File: src/rtl/vmi_pkg.sv
package vmi_pkg;

  localparam int unsigned NWIN = 6;

  // Window slots; the general slot is the last one and yields to the others.
  typedef enum int unsigned {
    WIN_CRR = 0,
    WIN_CRW = 1,
    WIN_DRR = 2,
    WIN_DRW = 3,
    WIN_EXC = 4,
    WIN_GEN = 5
  } win_slot_e;

  // Specific windows always fire on their own bit; the general window
  // only counts when no specific window claimed the code.
  function automatic logic intercept_decide(input logic [NWIN-1:0] in_win,
                                            input logic [NWIN-1:0] bit_on);
    logic spec_claim;
    logic spec_fire;
    spec_claim = |in_win[NWIN-2:0];
    spec_fire  = |bit_on[NWIN-2:0];
    return spec_fire | (bit_on[NWIN-1] & ~spec_claim);
  endfunction

endpackage

File: src/rtl/vmi_mask_bank.sv
module vmi_mask_bank #(
  parameter int unsigned CR_W  = 16,
  parameter int unsigned DR_W  = 16,
  parameter int unsigned EXC_W = 32,
  parameter int unsigned GEN_W = 64
) (
  input  logic             clk,
  input  logic             rst_n,
  input  logic             enter,
  input  logic             leave,
  input  logic [CR_W-1:0]  in_cr_rd,
  input  logic [CR_W-1:0]  in_cr_wr,
  input  logic [DR_W-1:0]  in_dr_rd,
  input  logic [DR_W-1:0]  in_dr_wr,
  input  logic [EXC_W-1:0] in_exc,
  input  logic [GEN_W-1:0] in_gen,
  output logic [CR_W-1:0]  cr_rd_q,
  output logic [CR_W-1:0]  cr_wr_q,
  output logic [DR_W-1:0]  dr_rd_q,
  output logic [DR_W-1:0]  dr_wr_q,
  output logic [EXC_W-1:0] exc_q,
  output logic [GEN_W-1:0] gen_q,
  output logic             enabled_q
);

  // Register-access masks survive a leave; only entry rewrites them.
  always_ff @(posedge clk or negedge rst_n) begin
    if (!rst_n) begin
      cr_rd_q <= '0;
      cr_wr_q <= '0;
      dr_rd_q <= '0;
      dr_wr_q <= '0;
    end else if (enter && !leave) begin
      cr_rd_q <= in_cr_rd;
      cr_wr_q <= in_cr_wr;
      dr_rd_q <= in_dr_rd;
      dr_wr_q <= in_dr_wr;
    end
  end

  // Exception mask, general vector and enable flag: leave has priority.
  always_ff @(posedge clk or negedge rst_n) begin
    if (!rst_n) begin
      exc_q     <= '0;
      gen_q     <= '0;
      enabled_q <= 1'b0;
    end else if (leave) begin
      exc_q     <= '0;
      gen_q     <= '0;
      enabled_q <= 1'b0;
    end else if (enter) begin
      exc_q     <= in_exc;
      gen_q     <= in_gen;
      enabled_q <= 1'b1;
    end
  end

endmodule

File: src/rtl/vmi_window.sv
module vmi_window #(
  parameter int unsigned CODE_W = 12,
  parameter int unsigned BASE   = 0,
  parameter int unsigned SPAN   = 1,
  parameter int unsigned MW     = 64
) (
  input  logic [CODE_W-1:0] code,
  input  logic [MW-1:0]     mask,
  output logic              in_win,
  output logic              bit_on
);

  localparam int unsigned IW = (MW > 1) ? $clog2(MW) : 1;
  localparam logic [CODE_W:0] LO = (CODE_W+1)'(BASE);
  localparam logic [CODE_W:0] HI = (CODE_W+1)'(BASE + SPAN);

  logic [IW-1:0] off_idx;

  assign off_idx = IW'(code - CODE_W'(BASE));
  assign in_win  = ({1'b0, code} >= LO) && ({1'b0, code} < HI);
  assign bit_on  = in_win && mask[off_idx];

endmodule

File: src/rtl/vmi_exit_stage.sv
module vmi_exit_stage #(
  parameter int unsigned CODE_W  = 12,
  parameter int unsigned PARAM_W = 64
) (
  input  logic               clk,
  input  logic               rst_n,
  input  logic               fire,
  input  logic [CODE_W-1:0]  code,
  input  logic [PARAM_W-1:0] param,
  output logic               req_q,
  output logic [CODE_W-1:0]  code_q,
  output logic [PARAM_W-1:0] param_q
);

  always_ff @(posedge clk or negedge rst_n) begin
    if (!rst_n) begin
      req_q   <= 1'b0;
      code_q  <= '0;
      param_q <= '0;
    end else begin
      req_q <= fire;
      if (fire) begin
        code_q  <= code;
        param_q <= param;
      end
    end
  end

endmodule

File: src/rtl/vm_intercept_unit.sv
module vm_intercept_unit #(
  parameter int unsigned CODE_W   = 12,
  parameter int unsigned PARAM_W  = 64,
  parameter int unsigned CR_W     = 16,
  parameter int unsigned DR_W     = 16,
  parameter int unsigned EXC_W    = 32,
  parameter int unsigned GEN_W    = 64,
  parameter int unsigned CRR_BASE = 12'h000,
  parameter int unsigned CRW_BASE = 12'h010,
  parameter int unsigned DRR_BASE = 12'h020,
  parameter int unsigned DRW_BASE = 12'h030,
  parameter int unsigned EXC_BASE = 12'h040,
  parameter int unsigned GEN_BASE = 12'h060,
  parameter int unsigned CR_SPAN  = 9,
  parameter int unsigned DR_SPAN  = 8
) (
  input  logic               clk,
  input  logic               rst_n,
  input  logic               guest_enter,
  input  logic               guest_leave,
  input  logic [CR_W-1:0]    ld_cr_rd,
  input  logic [CR_W-1:0]    ld_cr_wr,
  input  logic [DR_W-1:0]    ld_dr_rd,
  input  logic [DR_W-1:0]    ld_dr_wr,
  input  logic [EXC_W-1:0]   ld_exc,
  input  logic [GEN_W-1:0]   ld_gen,
  input  logic               ev_valid,
  input  logic [CODE_W-1:0]  ev_code,
  input  logic [PARAM_W-1:0] ev_param,
  output logic               exit_req,
  output logic [CODE_W-1:0]  exit_code,
  output logic [PARAM_W-1:0] exit_param
);
  import vmi_pkg::*;

  localparam int unsigned PAD_W = GEN_W;
  localparam int unsigned WIN_BASE [NWIN] =
    '{CRR_BASE, CRW_BASE, DRR_BASE, DRW_BASE, EXC_BASE, GEN_BASE};
  localparam int unsigned WIN_SPAN [NWIN] =
    '{CR_SPAN, CR_SPAN, DR_SPAN, DR_SPAN, EXC_W, GEN_W};

  // Named internal events, visible to the bound checker.
  logic [CR_W-1:0]  cr_rd_q, cr_wr_q;
  logic [DR_W-1:0]  dr_rd_q, dr_wr_q;
  logic [EXC_W-1:0] exc_mask_q;
  logic [GEN_W-1:0] gen_vec_q;
  logic             ints_enabled;
  logic [PAD_W-1:0] mask_arr [NWIN];
  logic [NWIN-1:0]  win_in;
  logic [NWIN-1:0]  win_hit;
  logic             fire;

  vmi_mask_bank #(
    .CR_W(CR_W), .DR_W(DR_W), .EXC_W(EXC_W), .GEN_W(GEN_W)
  ) u_bank (
    .clk(clk), .rst_n(rst_n),
    .enter(guest_enter), .leave(guest_leave),
    .in_cr_rd(ld_cr_rd), .in_cr_wr(ld_cr_wr),
    .in_dr_rd(ld_dr_rd), .in_dr_wr(ld_dr_wr),
    .in_exc(ld_exc), .in_gen(ld_gen),
    .cr_rd_q(cr_rd_q), .cr_wr_q(cr_wr_q),
    .dr_rd_q(dr_rd_q), .dr_wr_q(dr_wr_q),
    .exc_q(exc_mask_q), .gen_q(gen_vec_q),
    .enabled_q(ints_enabled)
  );

  always_comb begin
    mask_arr[WIN_CRR] = PAD_W'(cr_rd_q);
    mask_arr[WIN_CRW] = PAD_W'(cr_wr_q);
    mask_arr[WIN_DRR] = PAD_W'(dr_rd_q);
    mask_arr[WIN_DRW] = PAD_W'(dr_wr_q);
    mask_arr[WIN_EXC] = PAD_W'(exc_mask_q);
    mask_arr[WIN_GEN] = gen_vec_q;
  end

  for (genvar w = 0; w < NWIN; w++) begin : g_win
    vmi_window #(
      .CODE_W(CODE_W), .BASE(WIN_BASE[w]), .SPAN(WIN_SPAN[w]), .MW(PAD_W)
    ) u_win (
      .code(ev_code), .mask(mask_arr[w]),
      .in_win(win_in[w]), .bit_on(win_hit[w])
    );
  end

  assign fire = ev_valid && ints_enabled && intercept_decide(win_in, win_hit);

  vmi_exit_stage #(
    .CODE_W(CODE_W), .PARAM_W(PARAM_W)
  ) u_exit (
    .clk(clk), .rst_n(rst_n),
    .fire(fire), .code(ev_code), .param(ev_param),
    .req_q(exit_req), .code_q(exit_code), .param_q(exit_param)
  );

endmodule

File: config.mk
export PLATFORM = sky130hd
export DESIGN_NAME = vm_intercept_unit
export DESIGN_NICKNAME = d
export VERILOG_FILES = /design/src/rtl/vmi_pkg.sv /design/src/rtl/vmi_mask_bank.sv /design/src/rtl/vmi_window.sv /design/src/rtl/vmi_exit_stage.sv /design/src/rtl/vm_intercept_unit.sv
export SDC_FILE = /design/constraint.sdc
export NUM_CORES = 1
export LEC_CHECK = 0
export BUFFER_PORTS_ARGS = -buffer_cell sky130_fd_sc_hd__clkbuf_2
export CELL_PAD_IN_SITES_DETAIL_PLACEMENT = 1
export CELL_PAD_IN_SITES_GLOBAL_PLACEMENT = 1
export CORE_AREA = 4 4 190 192
export CTS_CLUSTER_DIAMETER = 200
export DETAILED_ROUTE_END_ITERATION = 7
export DIE_AREA = 0 0 194 196
export GPL_TIMING_DRIVEN = 0
export PLACE_DENSITY_LB_ADDON = 0.05
export REMOVE_ABC_BUFFERS = 1
export SLEW_MARGIN = 20
export SYNTH_ARGS = -nofsm -noshare
export SYNTH_HDL_FRONTEND = slang
export SYNTH_SLANG_ARGS = --single-unit
File: constraint.sdc
create_clock -name clk -period 2.65 [get_ports clk]
set_input_delay 0.53 -clock clk [delete_from_list [all_inputs] [get_ports clk]]
set_output_delay 0.53 -clock clk [all_outputs]
set_load 0.05 [all_outputs]
Word level (Yosys, flattened, before mapping):

Cells that the tools add are included.

* register bits after elaboration: 238
* output and inout bits: 77

* $add $sub $neg: 5
* bitwise operators: 3
* reduce and logical (&&, ||, !) cells: 18
* multiplexer cells: 18
* order comparisons: 17

Operators with widths (number)
* $mux W64: 2
* $mux W32: 2
* $lt A6 B7 Y1 const B: 6
* $bmux W1 S6: 6
* $ge A12 B6 Y1 const B: 2
* $ge A12 B7 Y1 const B: 2
* $lt A12 B6 Y1 const B: 2
* $sub A6 B6 Y6 const B: 3
* $logic_and A1 B1 Y1: 14
* $ge A12 B5 Y1 const B: 1
* $lt A12 B4 Y1 const B: 1
* $lt A12 B5 Y1 const B: 1
* $lt A12 B7 Y1 const B: 1
* $lt A12 B8 Y1 const B: 1
* $reduce_or A5 Y1: 2
* $mux W1: 8
* $sub A6 B1 Y6 const B: 1
* $sub A6 B5 Y6 const B: 1
* $reduce_bool A2 Y1: 1
* $and A1 B1 Y1: 1
* $logic_not A1 Y1: 1
* $not A1 Y1: 1
* $or A1 B1 Y1: 1

Depth between registers and ports, before layout:

* word-level depth: 7
* depth in mapped cells: 12

Modules after synthesis:

Synthesis repeated with hierarchy kept, for this count alone.

* cells, all modules: 855
* area, all modules: 12146.6 µm²

Modules (own cells, without submodules)
* vmi_mask_bank: cells an instance 449, area an instance 6505.0 µm², instances 1
* vmi_exit_stage: cells an instance 161, area an instance 3000.4 µm², instances 1
* vmi_window (g_win[1].u_win): cells an instance 66, area an instance 715.7 µm², instances 1
* vmi_window (g_win[3].u_win): cells an instance 54, area an instance 646.9 µm², instances 1
* vmi_window (g_win[5].u_win): cells an instance 55, area an instance 619.3 µm², instances 1
* vmi_window (g_win[4].u_win): cells an instance 31, area an instance 326.6 µm², instances 1
* vmi_window (g_win[0].u_win): cells an instance 20, area an instance 187.7 µm², instances 1
* vmi_window (g_win[2].u_win): cells an instance 14, area an instance 103.8 µm², instances 1
* vm_intercept_unit: cells an instance 5, area an instance 41.3 µm², instances 1

Worst setup path before layout:

No wires, ideal clock.

* path type: input port to flip-flop
* start point: in ev_code[0]
* end point: reg u_exit.param_q[15]
* stages on the path: 11
* data arrival time: 2697 ps
* buffers on the path: 4
* setup slack: -175 ps
* data required time: 2522 ps
* cells stage by stage: buf_6 buf_6 mux4_2 mux2i_1 o22ai_1 a32oi_1 o211a_1 a21boi_4 buf_6 buf_6 mux2_1

* word-level cells in the longest chain between the ends: 7
* elaborated cells on any way between the ends: 45
* those cells by class: 5 x add/sub; 11 x order compare; 12 x mux; 3 x bitwise; 14 x reduce/logical

Ends and longest elaborated chain
* start, declared: line vm_intercept_unit.sv:28 `input logic [CODE_W-1:0] ev_code,`
* $sub A6 B5 Y6 (tied with other cells): line vmi_window.sv:19 `assign off_idx = IW'(code - CODE_W'(BASE));`
* $bmux W1 S6 / $logic_and A1 B1 Y1 (equally long branches): line vmi_window.sv:21, vmi_window.sv:20
* $mux W1 (implied by the code) / $reduce_or A5 Y1 (equally long branches): line vmi_window.sv:21, vmi_pkg.sv:21
* $logic_and A1 B1 Y1 / $not A1 Y1 (equally long branches): line vmi_window.sv:21, vmi_pkg.sv:23
* $reduce_or A5 Y1 / $and A1 B1 Y1 (equally long branches): line vmi_pkg.sv:22, vmi_pkg.sv:23
* $or A1 B1 Y1 *: line vmi_pkg.sv:23 `return spec_fire | (bit_on[NWIN-1] & ~spec_claim);`
* $logic_and A1 B1 Y1 *: line vm_intercept_unit.sv:85 `assign fire = ev_valid && ints_enabled && intercept_decide(win_in, win_hit);`
* end signal, assigned: line vmi_exit_stage.sv:24 `param_q <= param;`
* end, declared: line vmi_exit_stage.sv:12 `output logic [PARAM_W-1:0] param_q`

Mark *: on every way between the ends. The rest lies on a longest branch, timed or not. The select of a mux whose other input is x is not followed.
A chain may end at the register's enable or synchronous reset.

Worst setup path in the final report:

* start point: reg u_bank.exc_q[27]
* end point: reg u_exit.param_q[48]

* word-level cells in the longest chain between the ends: 6

Ends and longest elaborated chain
* start, declared: line vmi_mask_bank.sv:21 `output logic [EXC_W-1:0] exc_q,`
* start signal, assigned: line vmi_mask_bank.sv:52 `exc_q <= in_exc;`
* $bmux W1 S6: line vmi_window.sv:21 `assign bit_on = in_win && mask[off_idx];`
* $mux W1 (implied by the code): line vmi_window.sv:21
* $logic_and A1 B1 Y1: line vmi_window.sv:21
* $reduce_or A5 Y1: line vmi_pkg.sv:22 `spec_fire = |bit_on[NWIN-2:0];`
* $or A1 B1 Y1: line vmi_pkg.sv:23
* $logic_and A1 B1 Y1: line vm_intercept_unit.sv:85

No other way between the ends. The select of a mux whose other input is x is not followed.

==> reports/results.env <==
DRT-PASS1-ITER-COUNT=4
SETUP_VIOL=59
FINAL_DESIGN_AREA_NO_FILL_UM2=13900
POSTLAYOUTSETUPSLACKWORST_PS=-141
VDD_DROP_MAX_uV=423
ANTENNA_FOUND_INITIAL=8
CLK_LATENCY_PS=540
CRITICAL_PATH_DEPTH=11
POWER.TOTAL_mW=9.09
FINISH.NET_COUNT=1301
ROUTE.DETAILED.VIAS_PER_INST=4.63
IO_PINS=318
POSTSYNTH.ASYNCRESETSHARE=1.00
VIOLATED_CHECKS='negative setup slack'
POSTSYNTH.TOPFLOPCELL='dfrtp_1'
DIE_W_UM=194
CP-END-KIND='flip-flop'
WORST_PATH_LARGEST_CELL_DELAY_PS=470
GRT_PASS1_VIAS=8012
GR-TOTAL-OVERFLOW=0
FINAL.SETUP_SKEW_PS=16.9
FINALHOLDVIOLATIONS=0
CRIT_PATH_START='u_bank.exc_q[27]$_DFFE_PN0P_'
SYNTH_EDF_COUNT=0
HP-CLASS='input pin to flip-flop'
CORE-AREA_UM2=34400
RATIO_OF_CELLS_WITH_DRIVE_ABOVE_1_IN_THE_FINAL_LAYOUT=0.525
START_KIND='flip-flop'
AVGROUTEDWIREPERCELL_UM=19.9
TRITONCTS_SINKS=223
WORSTSETUPENDPOINT='u_exit.param_q[48]$_DFFE_PN0P_'
CLOCK_TREE_FROM_TRITONCTS='built'
TIMING_WORST_SETUP_PATH_TYPE='flip-flop to flip-flop'
FINAL_CRITICAL_PATH_TIME_INCLUDING_I_O_DELAYS_AND_SETUP_PS=2790
LAYOUT_COMMON_CELLS='clkbuf_2, dfrtp_1, nor2_1, mux2i_1, mux2_2'
TIGHTEST_SLEW_PS=498
SYNTH_AREA_PER_CELL_UM2=13.9
CELLPOWERDENSITY_nW_PER_UM2=655
SYN_INST=731
NUMBER_OF_BUFFER_CELLS_ADDED_ON_PRIMARY_PORTS=302
FINAL_MAX_SLEW_VIOL_COUNT=0
WORSTPATHREQUIRED_PS=3060
DETAILEDPLACEMENTHPWL_MM=21.1
H-TREE-DEPTH=1
INITIAL_UTILIZATION=0.296
RUN_STATUS='finished with violations'
GP_ROUTABILITY_CONGESTION=0.704
FP.DIEH_UM=196
CRITICAL-PATH-TOP-DELAY-FAMILY='multiplexers'
WORSTREG2REGEND='u_exit.param_q[48]$_DFFE_PN0P_'
CRITPATHMAXFANOUT=8
MAPPEDNETLISTAREA_UM2=10200
SYNTH.LIB_CELLS_USED.DISTINCT=51
FMAXACHIEVABLE_MHz=358
CTS_ROOT_BUFFER='clkbuf_16'
RSZ_0062_RAISED_AFTER_GLOBAL_ROUTING='true'
CLOCK_TREE.BUFFER_DEPTH=3
YS_SEQ_ELEMENTS=223
ROW_COUNT=68
FIN_HOLD_WS_PS=209
AREA_GROWTH_PCT=36.4
CTS-BUFFERS-INSERTED=28
WORST-ENDPOINT-ARRIVAL_PS=3200
MAX-SLEW-MARGIN-REL=0.668
GRT_MAX_DEGREE=83
SEQ_AREA_FRAC_SYNTH=0.549
ANTENNA_LEFT=0
POST-ROUTE-PERIOD-UTIL=1.05
CTS_CLOCK_PIN_SLEW_FOR_THE_WORST_SETUP_AND_HOLD_PATHS_PS=60
CRITICAL_PATH.MOST_COMMON_CELL='buf_16'
DIE_AREA_UM2=38000
R2R-START='u_bank.exc_q[27]$_DFFE_PN0P_'
TIMING.REG2REG.SETUP_SLACK_PS=-140
CPMAXSTAGEDELAYCELL='mux4_2'
PLACEDINSTANCEAREA_UM2=12300
NUMBER_OF_BUFFER_AND_INVERTER_INSTANCES_ALONG_THE_WORST_SETUP_PATH=4
FINAL_CELL_COUNT_NO_FILL=1533
DETAILROUTE.VIA_COUNT=7098
GR-USAGE-ALL-LAYERS=0.159
FINALWIRELENGTH_MM=30.5
GLOBAL_ROUTE_WIRE_LENGTH_BEFORE_REPAIR_MM=48.2
MAX_CAP_VIOLATIONS=0
DRTITER0DRC=199
P_LEAK_nW=7.16
YS_WARN_COUNT=0
PLACE_INST=1452
DP_SLACK_PS=-1630
CRIT_CHAIN='mux4_2 -> o22a_1 -> and4b_1 -> o311ai_4 -> o211a_1 -> a21boi_4 -> buf_12 -> buf_16 -> buf_16 -> buf_16 -> mux2_4'
LAYOUT_COMMONEST_CELL='clkbuf_2'
ROUTE.DETAILED.DRC=0
DEPTH_OF_THE_WORST_REGISTER_TO_REGISTER_PATH=11
worst min path at each step:
stage / startpoint / to / depth (start not counted)
CTS: ev_param[18] / u_exit.param_q[18]$_DFFE_PN0P_ / 2
finish: ev_param[19] / u_exit.param_q[19]$_DFFE_PN0P_ / 2
floorplan: rst_n / u_bank.cr_rd_q[0]$_DFFE_PN0P_ / 0
global placement: u_exit.code_q[9]$_DFFE_PN0P_ / u_exit.code_q[9]$_DFFE_PN0P_ / 1
detailed placement: rst_n / u_bank.gen_q[8]$_DFFE_PN0P_ / 1
global route: ev_param[19] / u_exit.param_q[19]$_DFFE_PN0P_ / 2
layout make-up:
type | count | area [µm²]
Antenna cell | 2 | 5.00
Clock buffer | 40 | 827
Clock inverter | 10 | 129
Fill cell | 3654 | 20500
Inverter | 6 | 25.0
Multi-Input combinational cell | 453 | 4420
Sequential cell | 223 | 5580
Tap cell | 455 | 569
Timing Repair Buffer | 344 | 2310
logic make-up (layout without fill, tap and decap cells):
family,count (synthesis),count (layout),synth area share
other,0,2,0
multiplexers,267,267,0.327
AND/OR/NAND/NOR,148,148,0.0625
flip-flops,223,223,0.549
AO/OA/AOI/OAI,34,34,0.0247
buffers and inverters,55,400,0.0314
adder cells (fa/ha/maj),4,4,0.00492
per-stage QoR:
stage | utilization | setup TNS, ps
after floorplan | - | -111860
after global placement | 0.348 | -1539480
after detailed placement | 0.359 | -104370
after CTS | 0.399 | -6670
after global routing | 0.403 | -11860
final | 0.403 | -5410
sequential cells by signal, indices dropped and copies added (netlist names):
| register | cells |
|---|---|
| u_bank.gen_q | 64 |
| u_exit.param_q | 64 |
| u_bank.exc_q | 32 |
| u_bank.cr_wr_q | 16 |
| u_bank.dr_rd_q | 16 |
| u_exit.code_q | 12 |
| u_bank.cr_rd_q | 9 |
| u_bank.dr_wr_q | 8 |
| u_bank.enabled_q | 1 |
| u_exit.req_q | 1 |
what timing repair did:
item / 4_1_cts / 5_1_grt
endpoints found under the hold margin: 29 / 0
endpoints found under the setup margin: 76 / 74
pin swaps: 2 / 6
hold buffers: 1 / 0
resized for setup: 32 / 21
gates cloned: 3 / 1
setup buffers: 19 / 5
power breakdown:
part | total [mW] | leakage [nW] | switching, mW | internal, mW
logic | 1.37 | 3.76 | 0.738 | 0.635
registers | 3.80 | 2.93 | 0.132 | 3.67
clock network | 3.91 | 0.476 | 1.47 | 2.44
worst reg2reg max path: stages (launching register included):
cell,delay [ps]
dfrtp_1,380
mux4_2,470
o22a_1,210
and4b_1,220
o311ai_4,90
o211a_1,230
a21boi_4,220
buf_12,130
buf_16,110
buf_16,140
buf_16,150
mux2_4,300
synthesized netlist by cell type (2+ instances only):
master	number	share of area
inv_1	4	0.0015
mux2_1	6	0.0066
nand2b_1	2	0.0012
nor2b_1	6	0.0037
nand2_1	6	0.0022
ha_1	4	0.0049
nand3_1	3	0.0015
dfrtp_1	223	0.55
buf_1	13	0.0048
a22oi_1	3	0.0022
o22ai_1	9	0.0055
nor4_1	2	0.0012
buf_2	3	0.0015
nor3_1	4	0.0020
or2_2	2	0.0012
a211oi_1	3	0.0022
mux2_4	30	0.044
a21oi_1	2	0.00098
and2_1	6	0.0037
mux2_2	97	0.11
mux4_2	29	0.064
buf_12	3	0.0059
nor2_1	110	0.041
buf_6	6	0.0066
o21ai_0	3	0.0015
buf_4	4	0.0030
a32oi_1	2	0.0017
mux2i_1	104	0.10
clkbuf_1	20	0.0074
routing by layer:
layer  global-route usage  part of all wire
met1                0.208              0.44
met2                0.254              0.46
met3               0.0608             0.082
met4               0.0299             0.017
met5                    0            0.0031
Note: power is estimated with default switching activity, not from simulation.
